<file path="config.mk">
export PLATFORM = sky130hd
export DESIGN_NAME = horner_mul
export DESIGN_NICKNAME = d
export VERILOG_FILES = /design/src/rtl/horner_mul_pkg.sv /design/src/rtl/hm_lead_one.sv /design/src/rtl/hm_shl_ovf.sv /design/src/rtl/horner_mul.sv
export SDC_FILE = /design/constraint.sdc
export NUM_CORES = 1
export LEC_CHECK = 0
export ABC_AREA = 1
export BUFFER_PORTS_ARGS = -buffer_cell sky130_fd_sc_hd__buf_2
export CAP_MARGIN = 20
export CORE_MARGIN = 4
export CORE_UTILIZATION = 55
export CTS_BUF_LIST = sky130_fd_sc_hd__clkbuf_4 sky130_fd_sc_hd__clkbuf_8 sky130_fd_sc_hd__clkbuf_16
export DETAILED_ROUTE_END_ITERATION = 6
export GPL_ROUTABILITY_DRIVEN = 0
export GPL_TIMING_DRIVEN = 0
export PLACE_DENSITY = 0.73
export SLEW_MARGIN = 25
export SYNTH_ARGS = -nofsm -noshare
export SYNTH_HDL_FRONTEND = slang
export SYNTH_HIERARCHICAL = 1
export SYNTH_SLANG_ARGS = --single-unit
</file>
<file path="constraint.sdc">
create_clock -name clk -period 7.2 [get_ports clk]
set_clock_uncertainty 0.05 [all_clocks]
set_input_delay 0.72 -clock clk [delete_from_list [all_inputs] [get_ports clk]]
set_output_delay 0.72 -clock clk [all_outputs]
set_load 0.005 [all_outputs]
</file>
<file path="src/rtl/horner_mul_pkg.sv">
package horner_mul_pkg;
    typedef enum logic {
        ST_IDLE = 1'b0,
        ST_RUN  = 1'b1
    } hm_state_t;
endpackage

</file>
<file path="src/rtl/hm_lead_one.sv">
// hm_lead_one: combinational locator of the highest set bit of a vector.
// Assumes: the caller handles an all-zero vector separately; idx is then 0.
module hm_lead_one #(
    parameter int W  = 16,
    localparam int SW = (W > 1) ? $clog2(W) : 1
) (
    input  logic [W-1:0]  vec,
    output logic [SW-1:0] idx
);
    // Later (higher) set bits override earlier ones, leaving the top index.
    always_comb begin
        idx = '0;
        for (int i = 0; i < W; i++) begin
            if (vec[i]) idx = SW'(i);
        end
    end
endmodule

</file>
<file path="src/rtl/hm_shl_ovf.sv">
// hm_shl_ovf: left shift of a PW-bit word that also reports lost weight.
// Assumes: shift amounts below 2*PW; any nonzero bit pushed past PW sets lost.
module hm_shl_ovf #(
    parameter int PW = 16,
    parameter int SW = 4
) (
    input  logic [PW-1:0] din,
    input  logic [SW-1:0] sh,
    output logic [PW-1:0] dout,
    output logic          lost
);
    logic [2*PW-1:0] wide;

    // Widen, shift, then split into kept and discarded halves.
    always_comb begin
        wide = {{PW{1'b0}}, din} << sh;
        dout = wide[PW-1:0];
        lost = |wide[2*PW-1:PW];
    end
endmodule

</file>
<file path="src/rtl/horner_mul.sv">
// horner_mul: sequential unsigned multiplier built from shifts and adds only.
// Scans multiplier set bits from MSB to LSB, one set bit per cycle; the last
// step folds in the trailing shift by the lowest set bit position.
// Assumes: PW >= W; start is only taken while idle; results are held until
// the next completion; overflow is sticky across the steps of one operation.
module horner_mul #(
    parameter int W  = 16,
    parameter int PW = 16
) (
    input  logic          clk,
    input  logic          rst_n,
    input  logic          start,
    input  logic [W-1:0]  multiplicand,
    input  logic [W-1:0]  multiplier,
    output logic [PW-1:0] product,
    output logic          overflow,
    output logic          done
);
    import horner_mul_pkg::*;

    localparam int SW = (W > 1) ? $clog2(W) : 1;

    hm_state_t     state;
    logic          run;
    logic [PW-1:0] acc;
    logic [PW-1:0] x_r;
    logic [SW-1:0] pos;
    logic [W-1:0]  rem_mask;
    logic          ovf_run;
    logic [PW-1:0] prod_r;
    logic          ovf_r;
    logic          done_r;

    logic [W-1:0]  scan_in;
    logic [SW-1:0] lead_idx;
    logic [W-1:0]  rest;
    logic          last;
    logic [SW-1:0] gap;
    logic [PW-1:0] gap_val;
    logic          gap_lost;
    logic [PW:0]   sum_w;
    logic [PW-1:0] x_ext;
    logic [PW-1:0] tail_in;
    logic [PW-1:0] tail_val;
    logic          tail_lost;
    logic          step_ovf;
    logic          zero_op;

    assign run = (state == ST_RUN);

    // Select the bits still to scan and the next-step control values.
    always_comb begin
        x_ext    = PW'(multiplicand);
        zero_op  = (multiplicand == '0) || (multiplier == '0);
        scan_in  = run ? rem_mask : multiplier;
        rest     = scan_in & ~(W'(1) << lead_idx);
        last     = (rest == '0);
        gap      = pos - lead_idx;
    end

    hm_lead_one #(.W(W)) u_lead (
        .vec (scan_in),
        .idx (lead_idx)
    );

    hm_shl_ovf #(.PW(PW), .SW(SW)) u_gap (
        .din  (acc),
        .sh   (gap),
        .dout (gap_val),
        .lost (gap_lost)
    );

    // Add the multiplicand after the gap shift and feed the tail shifter.
    always_comb begin
        sum_w    = {1'b0, gap_val} + {1'b0, x_r};
        step_ovf = gap_lost | sum_w[PW];
        tail_in  = run ? sum_w[PW-1:0] : x_ext;
    end

    hm_shl_ovf #(.PW(PW), .SW(SW)) u_tail (
        .din  (tail_in),
        .sh   (lead_idx),
        .dout (tail_val),
        .lost (tail_lost)
    );

    // Sequencer: accept, step per set bit, post result and pulse done.
    always_ff @(posedge clk) begin
        if (!rst_n) begin
            state    <= ST_IDLE;
            acc      <= '0;
            x_r      <= '0;
            pos      <= '0;
            rem_mask <= '0;
            ovf_run  <= 1'b0;
            prod_r   <= '0;
            ovf_r    <= 1'b0;
            done_r   <= 1'b0;
        end else begin
            done_r <= 1'b0;
            if (!run) begin
                if (start) begin
                    if (zero_op) begin
                        prod_r <= '0;
                        ovf_r  <= 1'b0;
                        done_r <= 1'b1;
                    end else if (last) begin
                        prod_r <= tail_val;
                        ovf_r  <= tail_lost;
                        done_r <= 1'b1;
                    end else begin
                        acc      <= x_ext;
                        x_r      <= x_ext;
                        pos      <= lead_idx;
                        rem_mask <= rest;
                        ovf_run  <= 1'b0;
                        state    <= ST_RUN;
                    end
                end
            end else begin
                if (last) begin
                    prod_r <= tail_val;
                    ovf_r  <= ovf_run | step_ovf | tail_lost;
                    done_r <= 1'b1;
                    state  <= ST_IDLE;
                end else begin
                    acc      <= sum_w[PW-1:0];
                    ovf_run  <= ovf_run | step_ovf;
                    pos      <= lead_idx;
                    rem_mask <= rest;
                end
            end
        end
    end

    assign product  = prod_r;
    assign overflow = ovf_r;
    assign done     = done_r;
endmodule

</file>
Yosys cells after proc, flatten, opt, wreduce, memory -nomap -nowiden
Index checks and enable logic that the tools add are counted.
{ "word_totals": {"regBits": 72, "inputBits": 35, "output_inout_bits": 18} }
{ "classes": {"addsub": 2, "n_eq_ne": 2, "shift": 3, "muxes": 52, "n_bitwise": 8, "n_reduce_logical": 12} }
{ "op_table": {"columns": ["operator", "n"], "rows": [
  ["two-way mux 16 bit", 15],
  ["<< shifter 16 x 4 -> 32 bit", 2],
  ["logical NOT 16 bit", 3],
  ["two-way mux 4 bit", 12],
  ["OR reduction 16 bit", 2],
  ["two-way mux 1 bit", 19],
  ["adder 16 x 16 -> 17 bit", 1],
  ["AND 16 bit", 1],
  ["inverter 16 bit", 1],
  ["<< shifter 1 x 4 -> 16 bit (first input constant)", 1],
  ["two-way mux 3 bit", 4],
  ["AND reduction 3 bit", 2],
  ["two-way mux 2 bit", 2],
  ["AND reduction 4 bit", 1],
  ["nonzero test 2 bit", 2],
  ["subtractor 4 bit", 1],
  ["inverter 1 bit", 3],
  ["bitwise OR 1 bit", 3],
  ["inequality test 2 x 1 -> 1 bit (second input constant)", 1],
  ["inequality test 2 bit (second input constant)", 1],
  ["AND reduction 2 bit", 1],
  ["logical OR 1 bit", 1]
]} }

Longest topological paths before layout
Gate-level depths: netlist of the first run.
{ "logic_depth": {"ltp_word": 26, "ltp_mapped": 54, "depth_no_buf": 50} }

By module
Netlist of the first run, hierarchy kept.
{ "by_module_without_submodules": {"columns": ["mod", "n_inst", "cells_each", "area_per_inst_um2", "seq_area_each_um2"], "rows": [
  ["horner_mul", 1, 740, 4727.0, 1441.4],
  ["hm_shl_ovf", 2, 163, 769.5, 0.0],
  ["hm_lead_one", 1, 41, 167.7, 0.0]
]} }

Worst setup path after synthesis of the first run
No wires, ideal clock.
{ "synth_timing": {"path_type": "in2reg", "startpoint": "input multiplier[4]", "endpoint": "register ovf_r (netlist: overflow)", "setup_ps": 113, "t_arrival_ps": 5016, "t_required_ps": 7037, "setup_slack_ps": 2021, "path_stages": 43, "cell_sequence": "inv_1 o21ai_1 inv_1 nand2_1 nand2_1 nand2_1 nand2_1 nand2_1 nand2_1 nand2_1 nand2_1 nand2_1 nand2_1 nand2_1 nand2_1 ha_1 fa_1 inv_1 [7 not listed] a21oi_1 or2_2 nand3_1 nand2_1 nand2_1 nand3_1 nand2_1 nand2_1 nand2_1 nand2_1 nor2_1 nand2_1 nand2_1 nand2_1 nand2_1 nand2_1 nor2_1 nor2_1"} }
{ "synth_via": {"elab_chain_len": 23, "elab_cells_between_ends": 37} }
{ "synth_rtl": {"columns": ["element", "line_no", "rtl"], "rows": [
  ["from (decl)", "horner_mul.sv:14", "input logic [W-1:0] multiplier,"],
  ["two-way mux 16 bit *", "horner_mul.sv:55", "scan_in = run ? rem_mask : multiplier;"],
  ["via scan_in[4]", "horner_mul.sv:34", "logic [W-1:0] scan_in;"],
  ["two-way mux 3 bit * (4 in series)", "hm_lead_one.sv:14", "if (vec[i]) idx = SW'(i);"],
  ["two-way mux 4 bit * (8 in series)", "hm_lead_one.sv:14", null],
  ["via lead_idx[0]", "horner_mul.sv:35", "logic [SW-1:0] lead_idx;"],
  ["subtractor 4 bit *", "horner_mul.sv:58", "gap = pos - lead_idx;"],
  ["via gap[1]", "horner_mul.sv:38", "logic [SW-1:0] gap;"],
  ["<< shifter 16 x 4 -> 32 bit *", "hm_shl_ovf.sv:16", "wide = {{PW{1'b0}}, din} << sh;"],
  ["via gap_val[0]", "horner_mul.sv:39", "logic [PW-1:0] gap_val;"],
  ["[2 not listed]", null, null],
  ["via tail_in[8]", "horner_mul.sv:43", "logic [PW-1:0] tail_in;"],
  ["<< shifter 16 x 4 -> 32 bit *", "hm_shl_ovf.sv:16", null],
  ["OR reduction 16 bit *", "hm_shl_ovf.sv:18", "lost = |wide[2*PW-1:PW];"],
  ["via tail_lost", "horner_mul.sv:45", "logic tail_lost;"],
  ["two-way mux 1 bit", "horner_mul.sv:107", "end else if (last) begin"],
  ["two-way mux 1 bit", "horner_mul.sv:103", "if (zero_op) begin"],
  ["two-way mux 1 bit", "horner_mul.sv:102", "if (start) begin"],
  ["two-way mux 1 bit *", "horner_mul.sv:101", "if (!run) begin"],
  ["to (signal assigned)", "horner_mul.sv:109", "ovf_r <= tail_lost;"],
  ["to (signal assigned)", "horner_mul.sv:123", "ovf_r <= ovf_run | step_ovf | tail_lost;"],
  ["to (decl)", "horner_mul.sv:31", "logic ovf_r;"]
]} }
The timed path passes the listed nets; every way through them passes the cells marked *. The select of a mux whose other input is x is not followed.
A chain may end at the register's enable or synchronous reset.

Final worst setup path of the first run
{ "layout_timing": {"startpoint": "register state (netlist: run)", "endpoint": "register ovf_r (netlist: overflow)"} }
{ "layout_via": {"elab_cells_between_ends": 39} }
{ "layout_lines": {"columns": ["element", "line_no", "rtl"], "rows": [
  ["from (decl)", "horner_mul.sv:23", "hm_state_t state;"],
  ["from (signal assigned)", "horner_mul.sv:90", "state <= ST_IDLE;"],
  ["from (signal assigned)", "horner_mul.sv:117", "state <= ST_RUN;"],
  ["from (signal assigned)", "horner_mul.sv:125", "state <= ST_IDLE;"],
  ["two-way mux 16 bit *", "horner_mul.sv:55", null],
  ["via scan_in[11]", "horner_mul.sv:34", null],
  ["two-way mux 4 bit * (5 in series)", "hm_lead_one.sv:14", null],
  ["via lead_idx[2]", "horner_mul.sv:35", null],
  ["subtractor 4 bit *", "horner_mul.sv:58", null],
  ["via gap[2]", "horner_mul.sv:38", null],
  ["<< shifter 16 x 4 -> 32 bit *", "hm_shl_ovf.sv:16", null],
  ["via gap_val[4]", "horner_mul.sv:39", null],
  ["[2 not listed]", null, null],
  ["via tail_in[7]", "horner_mul.sv:43", null],
  ["<< shifter 16 x 4 -> 32 bit *", "hm_shl_ovf.sv:16", null],
  ["OR reduction 16 bit *", "hm_shl_ovf.sv:18", null],
  ["via tail_lost", "horner_mul.sv:45", null],
  ["two-way mux 1 bit", "horner_mul.sv:107", null],
  ["two-way mux 1 bit", "horner_mul.sv:103", null],
  ["two-way mux 1 bit", "horner_mul.sv:102", null],
  ["two-way mux 1 bit *", "horner_mul.sv:101", null]
]} }
Marks and branches as above.

==> results.json, run 1 <==
{
  "clk_pin_slew_ps": 50,
  "cts_max_level": 3,
  "cp_data_arrival_time_ps": 6770,
  "die_area_mm2": 0.01349,
  "synth_flop_cell": "dfxtp_1",
  "synthArstFlopShare_pct": 0,
  "path_common_cell": "nand2_1",
  "io-pin-count": 53,
  "ir_drop_mv": 0.1553,
  "p_leak_nw": 3.633,
  "slowest_delay_ps": 530,
  "crit_required_ps": 7430,
  "cts_root_buf": "clkbuf_16",
  "ant_nets": 0,
  "nNetsFinal": 1226,
  "clk_latency_ps": 350,
  "status": "finished, final reports clean",
  "post_cts_resize_count": 0,
  "grt_pass1_wl_um": 31350,
  "yosys-top-cells-area": "dfxtp_1, nand2_1, nand3_1",
  "grt_overflow": 0,
  "core_mm2": 0.01142,
  "grt_pass1_vias": 6496,
  "antenna_found_initial": 0,
  "track_usage_pct": 29.35,
  "r2r_setup_slack_ps": 660,
  "setup_violations": 0,
  "r2r_end": "overflow",
  "portBuffers": 52,
  "cp-end-kind": "register",
  "drtIter0Drc": 556,
  "ys_seq_area_share_pct": 22.40,
  "synthCells": 1107,
  "yosysTopAreaCellShare_pct": 22.40,
  "drc": 0,
  "dp_cells": 1302,
  "hp-class": "reg2reg",
  "cp_slowest_cell": "xnor2_1",
  "synth.most_common_cell": "nand2_1",
  "postPlaceCellArea_mm2": 0.006873,
  "wl_um": 19050,
  "vias": 7108,
  "fmax_mhz": 152.9,
  "design_area_mm2": 0.007181,
  "slew_viol_final": 0,
  "r2r_start": "run",
  "worstHoldStart": "product[0]",
  "path_class": "reg2reg",
  "hold_depth": 2,
  "min_period_over_period_pct": 90.86,
  "die_h_um": 116.2,
  "syn_area_mm2": 0.006434,
  "area_delta_synth_final_pct": 11.61,
  "first_pass_iters": 5,
  "n_antenna_cell": 0,
  "drive_above_1_share_pct": 13.62,
  "cts_buffers": 9,
  "synth_common_cells": "nand2_1, nor2_1, nand3_1",
  "numClockSinks": 72,
  "holdPathEnd": "product[0]",
  "cts_buffer_depth": 2,
  "finalCriticalPeriod_ps": 6542,
  "vias_per_cell": 5.393,
  "crit_path_start_kind": "register",
  "slew_headroom_pct": 48.75,
  "synth_nets": 1163,
  "die_w_um": 116.2,
  "avgSynthCellArea_um2": 5.812,
  "yosys_register_bits": 72,
  "synth_edf_count": 0,
  "hold_viol_final": 0,
  "ys_types": 43,
  "powerDensity_mw_per_mm2": 265.7,
  "max_cap_viol_count": 0,
  "post_cts_buffers": 0,
  "rsz0062_at_grt": "no",
  "ys_warn_count": 6,
  "tritoncts": "built",
  "instances_no_fill": 1318,
  "yosysTopAreaCell": "dfxtp_1",
  "initial_core_util_pct": 56.34,
  "worstPathMaxFanout": 10,
  "worstMarginPinSlew_ps": 760.8,
  "final.setup.tns_ps": 0,
  "avgRoutedWirePerCell_um": 14.45,
  "hpwl_um": 15170,
  "worstRegToRegCells": 36,
  "rows": 39,
  "cts_hold_buf": 0,
  "grt_start_max_net_pins": 12
}
placed cells by master, fill, tap and decap left out, types with 10 or more instances in the layout:
master    instances
nand2_1         362
buf_6            10
buf_4            10
nand4_1          18
inv_1            95
o21ai_1          34
buf_2            65
ha_1             19
o21ai_0          45
a21oi_1          50
dfxtp_1          72
clkbuf_1         16
o21ai_2          16
nor2_1          131
nand3_1         130
nand2_2          15
routing by layer:
| layer | GRT usage (%) | share of wire (%) | wire, um |
|---|---|---|---|
| met1 | 38.32 | 46 | 8780 |
| met2 | 48.87 | 45 | 8656 |
| met3 | 3.679 | 4.6 | 880 |
| met4 | 12.76 | 3.8 | 729 |
| met5 | 0 | 0 | 0 |
state kept, by name, summed over array words and instances (netlist names):
| register | count |
|---|---|
| done | 1 |
| x_r | 16 |
| rem_mask | 16 |
| acc | 16 |
| ovf_run | 1 |
| pos | 4 |
| run | 1 |
| overflow | 1 |
| product | 16 |
worst max-delay path by stage:
stage / from / slack (ps) / cells past startpoint / to
2_1_floorplan: multiplier[4] / 2020 / 43 / overflow
3_3_place_gp: multiplier[11] / 600 / 36 / overflow
3_5_place_dp: multiplier[11] / 600 / 36 / overflow
4_1_cts: run / 740 / 37 / overflow
5_1_grt: run / 10 / 39 / overflow
6_report: run / 660 / 36 / overflow
power breakdown:
part	leakage, nW	switching, mW	internal [mW]	total, mW
clock	0.156	0.171	0.294	0.464
combinational	2.88	0.650	0.342	0.993
sequential	0.593	0.0217	0.429	0.451
layout make-up:
| type | count | area, um2 |
|---|---|---|
| clock inverters | 3 | 40.04 |
| repair buffers | 52 | 260.3 |
| inverters | 109 | 424.2 |
| well taps | 143 | 178.9 |
| fillers | 1184 | 4238 |
| plain buffers | 52 | 356.6 |
| multi-input cells | 874 | 4212 |
| clock buffers | 13 | 267.8 |
| flip-flops and latches | 72 | 1441 |
critical path: cells and delay by family, from the launching register on:
family	cells	cell delay, ps
simple gates	22	2390
buf+inv	6	1320
compound gates	4	990
xor+xnor	2	710
fa+ha+maj	2	690
flops	1	320
through the flow:
step	hold WS, ps	util [%]	setup WS [ps]	power, mW
global placement	411.8	60.19	598.4	1.426
finish	425.4	62.89	657.9	1.908
detailed placement	417.4	60.19	602.7	1.432
global route	445.5	62.89	13.80	2.058
CTS	426.5	62.89	744.6	1.898
floorplan	397.1	-	2021	1.210
cell families (layout without fill, tap and decap cells):
logic type	count (synthesis)	after routing	share of synthesized area [%]
AOI/OAI and AO/OA	164	164	14.39
buffers and inverters	161	229	12.14
xor gates and xnor gates	7	7	0.9530
DFF	72	72	22.40
adders and majority gates	21	21	4.317
and+or+nand+nor	682	682	45.80
No activity file was read; power rests on OpenSTA's default activity.
==> run 2: changes to the inputs <==
--- a/config.mk
+++ b/config.mk
@@ -5,7 +5,7 @@
 export SDC_FILE = /design/constraint.sdc
 export NUM_CORES = 1
 export LEC_CHECK = 0
-export ABC_AREA = 1
+export ABC_AREA = 0
 export BUFFER_PORTS_ARGS = -buffer_cell sky130_fd_sc_hd__buf_2
 export CAP_MARGIN = 20
 export CORE_MARGIN = 4
==> run 2 against run 1 <==
Effect of this change: first-iteration DRC count is 13% lower; sequential share of layout area fell by 0.18 points; global-route usage is 1.4 points lower; critical path type unchanged; highest routed layer unchanged.
==> results.json, run 2 <==
{
  "status": "finished, final reports clean",
  "crit_required_ps": 7400,
  "hold_viol_final": 0,
  "finalCriticalPeriod_ps": 6945,
  "initial_core_util_pct": 56.53,
  "cts_buffers": 9,
  "cp-end-kind": "register",
  "portBuffers": 52,
  "cts_hold_buf": 0,
  "worstMarginPinSlew_ps": 769.1,
  "synth_nets": 741,
  "drive_above_1_share_pct": 30.07,
  "clk_latency_ps": 380,
  "most-common-layout-cells": "dfxtp_1, buf_2, nand2_1, nor2_1, mux2i_1",
  "die_w_um": 113.8,
  "nNetsFinal": 816,
  "avgSynthCellArea_um2": 8.985,
  "worstHoldStart": "pos[0]",
  "slew_headroom_pct": 48.39,
  "die_h_um": 113.8,
  "synthCells": 685,
  "n_fill_cell": 876,
  "vias_per_cell": 6.503,
  "total_power_mw": 1.794,
  "crit_start": "run",
  "area_delta_synth_final_pct": 17.75,
  "fmax_mhz": 144.0,
  "antenna_found_initial": 0,
  "instances_no_fill": 905,
  "cts_root_buf": "clkbuf_8",
  "min_period_over_period_pct": 96.46,
  "ys_warn_count": 6,
  "hold_depth": 2,
  "core_mm2": 0.01089,
  "ir_drop_mv": 0.1334,
  "n_antenna_cell": 0,
  "grt_start_max_net_pins": 12,
  "max_cap_viol_count": 0,
  "powerDensity_mw_per_mm2": 247.5,
  "crit_path_start_kind": "register",
  "r2r_start": "run",
  "slew_viol_final": 0,
  "cp_data_arrival_time_ps": 7150,
  "p_leak_nw": 3.145,
  "numClockSinks": 72,
  "layout_commonest_cell": "dfxtp_1",
  "path_class": "reg2reg",
  "grt_pass1_vias": 5785,
  "worstRegToRegCells": 27,
  "hp-class": "reg2reg",
  "drtIter0Drc": 485,
  "setup_violations": 0,
  "dp_cells": 877,
  "syn_area_mm2": 0.006155,
  "worstPathMaxFanout": 10,
  "avgRoutedWirePerCell_um": 20.00,
  "track_usage_pct": 27.98,
  "ant_nets": 0,
  "tritoncts": "built",
  "grt_pass1_wl_um": 29240,
  "clk_pin_slew_ps": 80,
  "grt_overflow": 0,
  "wl_um": 18100,
  "fin_worst_hold_slack_ps": 409.0,
  "vias": 5885,
  "rows": 38,
  "die_area_mm2": 0.01295,
  "cts_max_level": 3,
  "drc": 0,
  "io-pin-count": 53,
  "hpwl_um": 13470,
  "first_pass_iters": 5,
  "cts_buffer_depth": 2
}
[run 2: metrics by stage]
stage          setup TNS, ps  util, %  setup slack, ps  area, um2
4_1_cts                    0    65.00            16.06       7077
5_1_grt               -25.32    66.56           -25.32       7247
3_3_place_gp           -8005    60.53            -1585       6590
3_5_place_dp           -5453    60.53            -1348       6590
6_report                   0    66.56            254.6       7247
2_1_floorplan              0        -            117.2       6155
[run 2: area by class of cell]
class	count	area (um2)	area share, %
multi-input cells	534	4593	63.38
clock buffers	14	186.4	2.573
inverters	31	116.4	1.606
well taps	140	175.2	2.417
clock inverters	2	35.03	0.4834
flip-flops and latches	72	1441	19.89
repair buffers	64	350.3	4.834
plain buffers	48	349.1	4.817
[run 2: worst max-delay path, stage by stage, from the launching register on]
cell and delay [ps]:
dfxtp_1 330, buf_6 150, buf_12 160, mux2i_4 270, inv_2 80, or3b_1 400
a311oi_2 360, a31oi_4 90, ha_2 220, fa_2 520, inv_1 40, clkbuf_4 160
buf_6 160, buf_6 160, nor4_4 380, ha_1 320, a211oi_2 310, o21ai_2 130
a31oi_4 220, o21ai_0 140, xor2_1 160, mux2_2 360, mux4_2 510, nor4_4 290
o2111ai_1 160, a221o_1 390, a2111oi_2 220, nor3_1 90
[run 2: power by group]
group | switching, mW | internal (mW)
Sequential | 0.0280 | 0.426
Combinational | 0.528 | 0.448
Clock | 0.162 | 0.202
[run 2: final timing paths]
| path | endpoint | slack [ps] |
|---|---|---|
| hold reg to reg | pos[0] | 410 |
| setup / recovery | overflow | 250 |
| hold / removal | pos[0] | 410 |
| setup reg to reg | overflow | 250 |
[run 2: routing by layer]
layer / up-vias / track usage, % / part of all wire (%)
li1: 2729 / - / -
met1: 2813 / 36.28 / 41
met2: 285 / 45.43 / 47
met3: 58 / 6.207 / 8.5
met4: 0 / 11.24 / 3.3
met5: - / 0 / 0
[run 2: what timing repair did]
action	CTS	global route
gates resized for setup	52	37
endpoints found under the hold margin	0	0
endpoints found under the setup margin	11	2
pin swaps	10	11
gates cloned	0	0
buffers inserted	7	5
==> run 3: changes to the inputs <==
--- a/config.mk
+++ b/config.mk
@@ -7,7 +7,7 @@
 export LEC_CHECK = 0
 export ABC_AREA = 0
 export BUFFER_PORTS_ARGS = -buffer_cell sky130_fd_sc_hd__buf_2
-export CAP_MARGIN = 20
+export CORE_ASPECT_RATIO = 1.75
 export CORE_MARGIN = 4
 export CORE_UTILIZATION = 55
 export CTS_BUF_LIST = sky130_fd_sc_hd__clkbuf_4 sky130_fd_sc_hd__clkbuf_8 sky130_fd_sc_hd__clkbuf_16
@@ -18,5 +18,4 @@
 export SLEW_MARGIN = 25
 export SYNTH_ARGS = -nofsm -noshare
 export SYNTH_HDL_FRONTEND = slang
-export SYNTH_HIERARCHICAL = 1
 export SYNTH_SLANG_ARGS = --single-unit
==> run 3 against run 2 <==
Effect of this change: the flow now finishes with violations (DRC); critical path type unchanged; combinational power increased by 9.6%; utilization decreased by 1.3 points; cell count increased by 21%; fmax decreased by 0.28%; flip-flop and latch count unchanged; setup slack got worse by 19 ps; total power increased by 9.5%.
==> results.json, run 3 <==
{
  "status": "complete, but fails checks",
  "violations": "DRC",
  "synth_nets": 940,
  "first_pass_iters": 7,
  "worstHoldStart": "product[0]",
  "ys_types": 89,
  "r2r_start": "run",
  "hpwl_um": 18540,
  "hold_viol_final": 0,
  "synth_edf_count": 0,
  "cp-end-kind": "register",
  "most-common-layout-cells": "nand2_1, nor2_1, dfxtp_1, buf_2, a21oi_1",
  "nNetsFinal": 1014,
  "final.setup.tns_ps": 0,
  "die_h_um": 152.8,
  "cp_data_arrival_time_ps": 7150,
  "yosysTopAreaCellShare_pct": 21.88,
  "grt_pass1_vias": 7078,
  "drtIter0Drc": 846,
  "setup_slack_ps": 235.1,
  "worstMarginPinSlew_ps": 800.6,
  "path_class": "reg2reg",
  "avgRoutedWirePerCell_um": 22.09,
  "slowest_delay_ps": 440,
  "yosys-top-cells-area": "dfxtp_1, nand2_1, a21oi_1",
  "yosysTopAreaCell": "dfxtp_1",
  "drive_above_1_share_pct": 21.12,
  "crit_start": "run",
  "synth_flop_cell": "dfxtp_1",
  "ys_seq_area_share_pct": 21.88,
  "ir_drop_mv": 0.1315,
  "hold_depth": 2,
  "powerDensity_mw_per_mm2": 258.4,
  "vias_per_cell": 6.882,
  "synth_common_cells": "nand2_1, nor2_1, dfxtp_1",
  "ys_warn_count": 0,
  "layout_commonest_cell": "nand2_1",
  "wl_um": 24210,
  "cp_slowest_cell": "fa_2",
  "core_mm2": 0.01165,
  "synthCells": 882,
  "worstPathMaxFanout": 11,
  "fmax_mhz": 143.6,
  "initial_core_util_pct": 56.55,
  "synthArstFlopShare_pct": 0,
  "min_period_over_period_pct": 96.73,
  "n_fill_cell": 1063,
  "dp_slack_ps": -1662,
  "antenna_found_initial": 0,
  "numClockSinks": 72,
  "hp-class": "reg2reg",
  "max_cap_viol_count": 0,
  "cts_max_level": 3,
  "crit_path_start_kind": "register",
  "total_power_mw": 1.963,
  "crit_end": "overflow",
  "vias": 7543,
  "slew_headroom_pct": 46.63,
  "r2r_setup_slack_ps": 240,
  "syn_area_mm2": 0.006586,
  "crit_required_ps": 7380,
  "cts_root_buf": "clkbuf_16",
  "cts_buffers": 9,
  "grt_overflow": 0,
  "finalCriticalPeriod_ps": 6965,
  "portBuffers": 52,
  "clk_pin_slew_ps": 70,
  "setup_violations": 0,
  "ant_nets": 0,
  "avgSynthCellArea_um2": 7.467,
  "yosys_register_bits": 72,
  "die_w_um": 90.72,
  "rows": 52,
  "slew_viol_final": 0,
  "grt_pass1_wl_um": 37170,
  "clk_latency_ps": 350,
  "tritoncts": "built",
  "worstRegToRegCells": 27,
  "die_area_mm2": 0.01386,
  "cts_buffer_depth": 2,
  "n_antenna_cell": 0,
  "r2r_end": "overflow",
  "area_delta_synth_final_pct": 15.37,
  "grt_start_max_net_pins": 16,
  "io-pin-count": 53,
  "cts_hold_buf": 0,
  "track_usage_pct": 33.87,
  "p_leak_nw": 3.056,
  "drc": 20,
  "synth.most_common_cell": "nand2_1",
  "fin_worst_hold_slack_ps": 416.9
}
==> run 3: what timing repair did <==
action,CTS,global route
pin swaps,2,7
resized for setup,22,36
buffers inserted,2,11
endpoints found under the setup margin,21,9
==> run 3: area by class of cell <==
class,count,area (um2),area share (%)
multi-input cells,721,4947,65.11
flip-flops and latches,72,1441,18.97
repair buffers,65,357.8,4.709
plain buffers,56,280.3,3.688
clock buffers,9,225.2,2.964
well taps,135,168.9,2.223
inverters,31,116.4,1.531
clock inverters,7,61.31,0.8068
==> run 3: cell families (layout without fill, tap and decap cells) <==
family | Yosys count | count (layout) | share of synthesized area, %
flip-flops | 72 | 72 | 21.88
multiplexers | 50 | 50 | 8.682
AND/OR/NAND/NOR | 366 | 366 | 28.31
adder cells (fa/ha/maj) | 23 | 23 | 4.597
XOR/XNOR | 6 | 6 | 0.7979
AO/OA/AOI/OAI | 276 | 276 | 29.94
buffers and inverters | 89 | 168 | 5.794
==> run 3: where the power goes <==
group / switching [mW] / internal (mW)
Combinational: 0.667 / 0.401
Sequential: 0.0267 / 0.427
Clock: 0.201 / 0.241
==> run 3: worst min-delay path by stage <==
stage                  to
2_1_floorplan      x_r[4]
3_5_place_dp     overflow
4_1_cts            x_r[4]
5_1_grt        product[7]
6_report       product[0]
3_3_place_gp   product[0]
==> run 3: routing by layer <==
| metal | share of wire (%) | wire (um) | track usage (%) |
|---|---|---|---|
| met1 | 36 | 8611 | 36.67 |
| met2 | 48 | 11510 | 57.88 |
| met3 | 8.1 | 1961 | 6.670 |
| met4 | 8.8 | 2131 | 24.69 |
| met5 | 0 | 0 | 0 |
==> run 3: per-stage QoR <==
step	util, %	instances	area (um2)
2_1_floorplan	-	882	6586
3_3_place_gp	60.24	1069	7015
3_5_place_dp	60.24	1069	7015
4_1_cts	63.49	1086	7395
5_1_grt	65.25	1096	7599
6_report	65.25	1096	7599
==> run 3: critical path, delay by kind of cell (launching register included) <==
kind | cells | cell delay [ps]
buffers and inverters | 6 | 1290
adder cells (fa/ha/maj) | 3 | 1010
AND/OR/NAND/NOR | 5 | 1000
AO/OA/AOI/OAI | 12 | 2780
flip-flops | 1 | 380
XOR/XNOR | 1 | 310
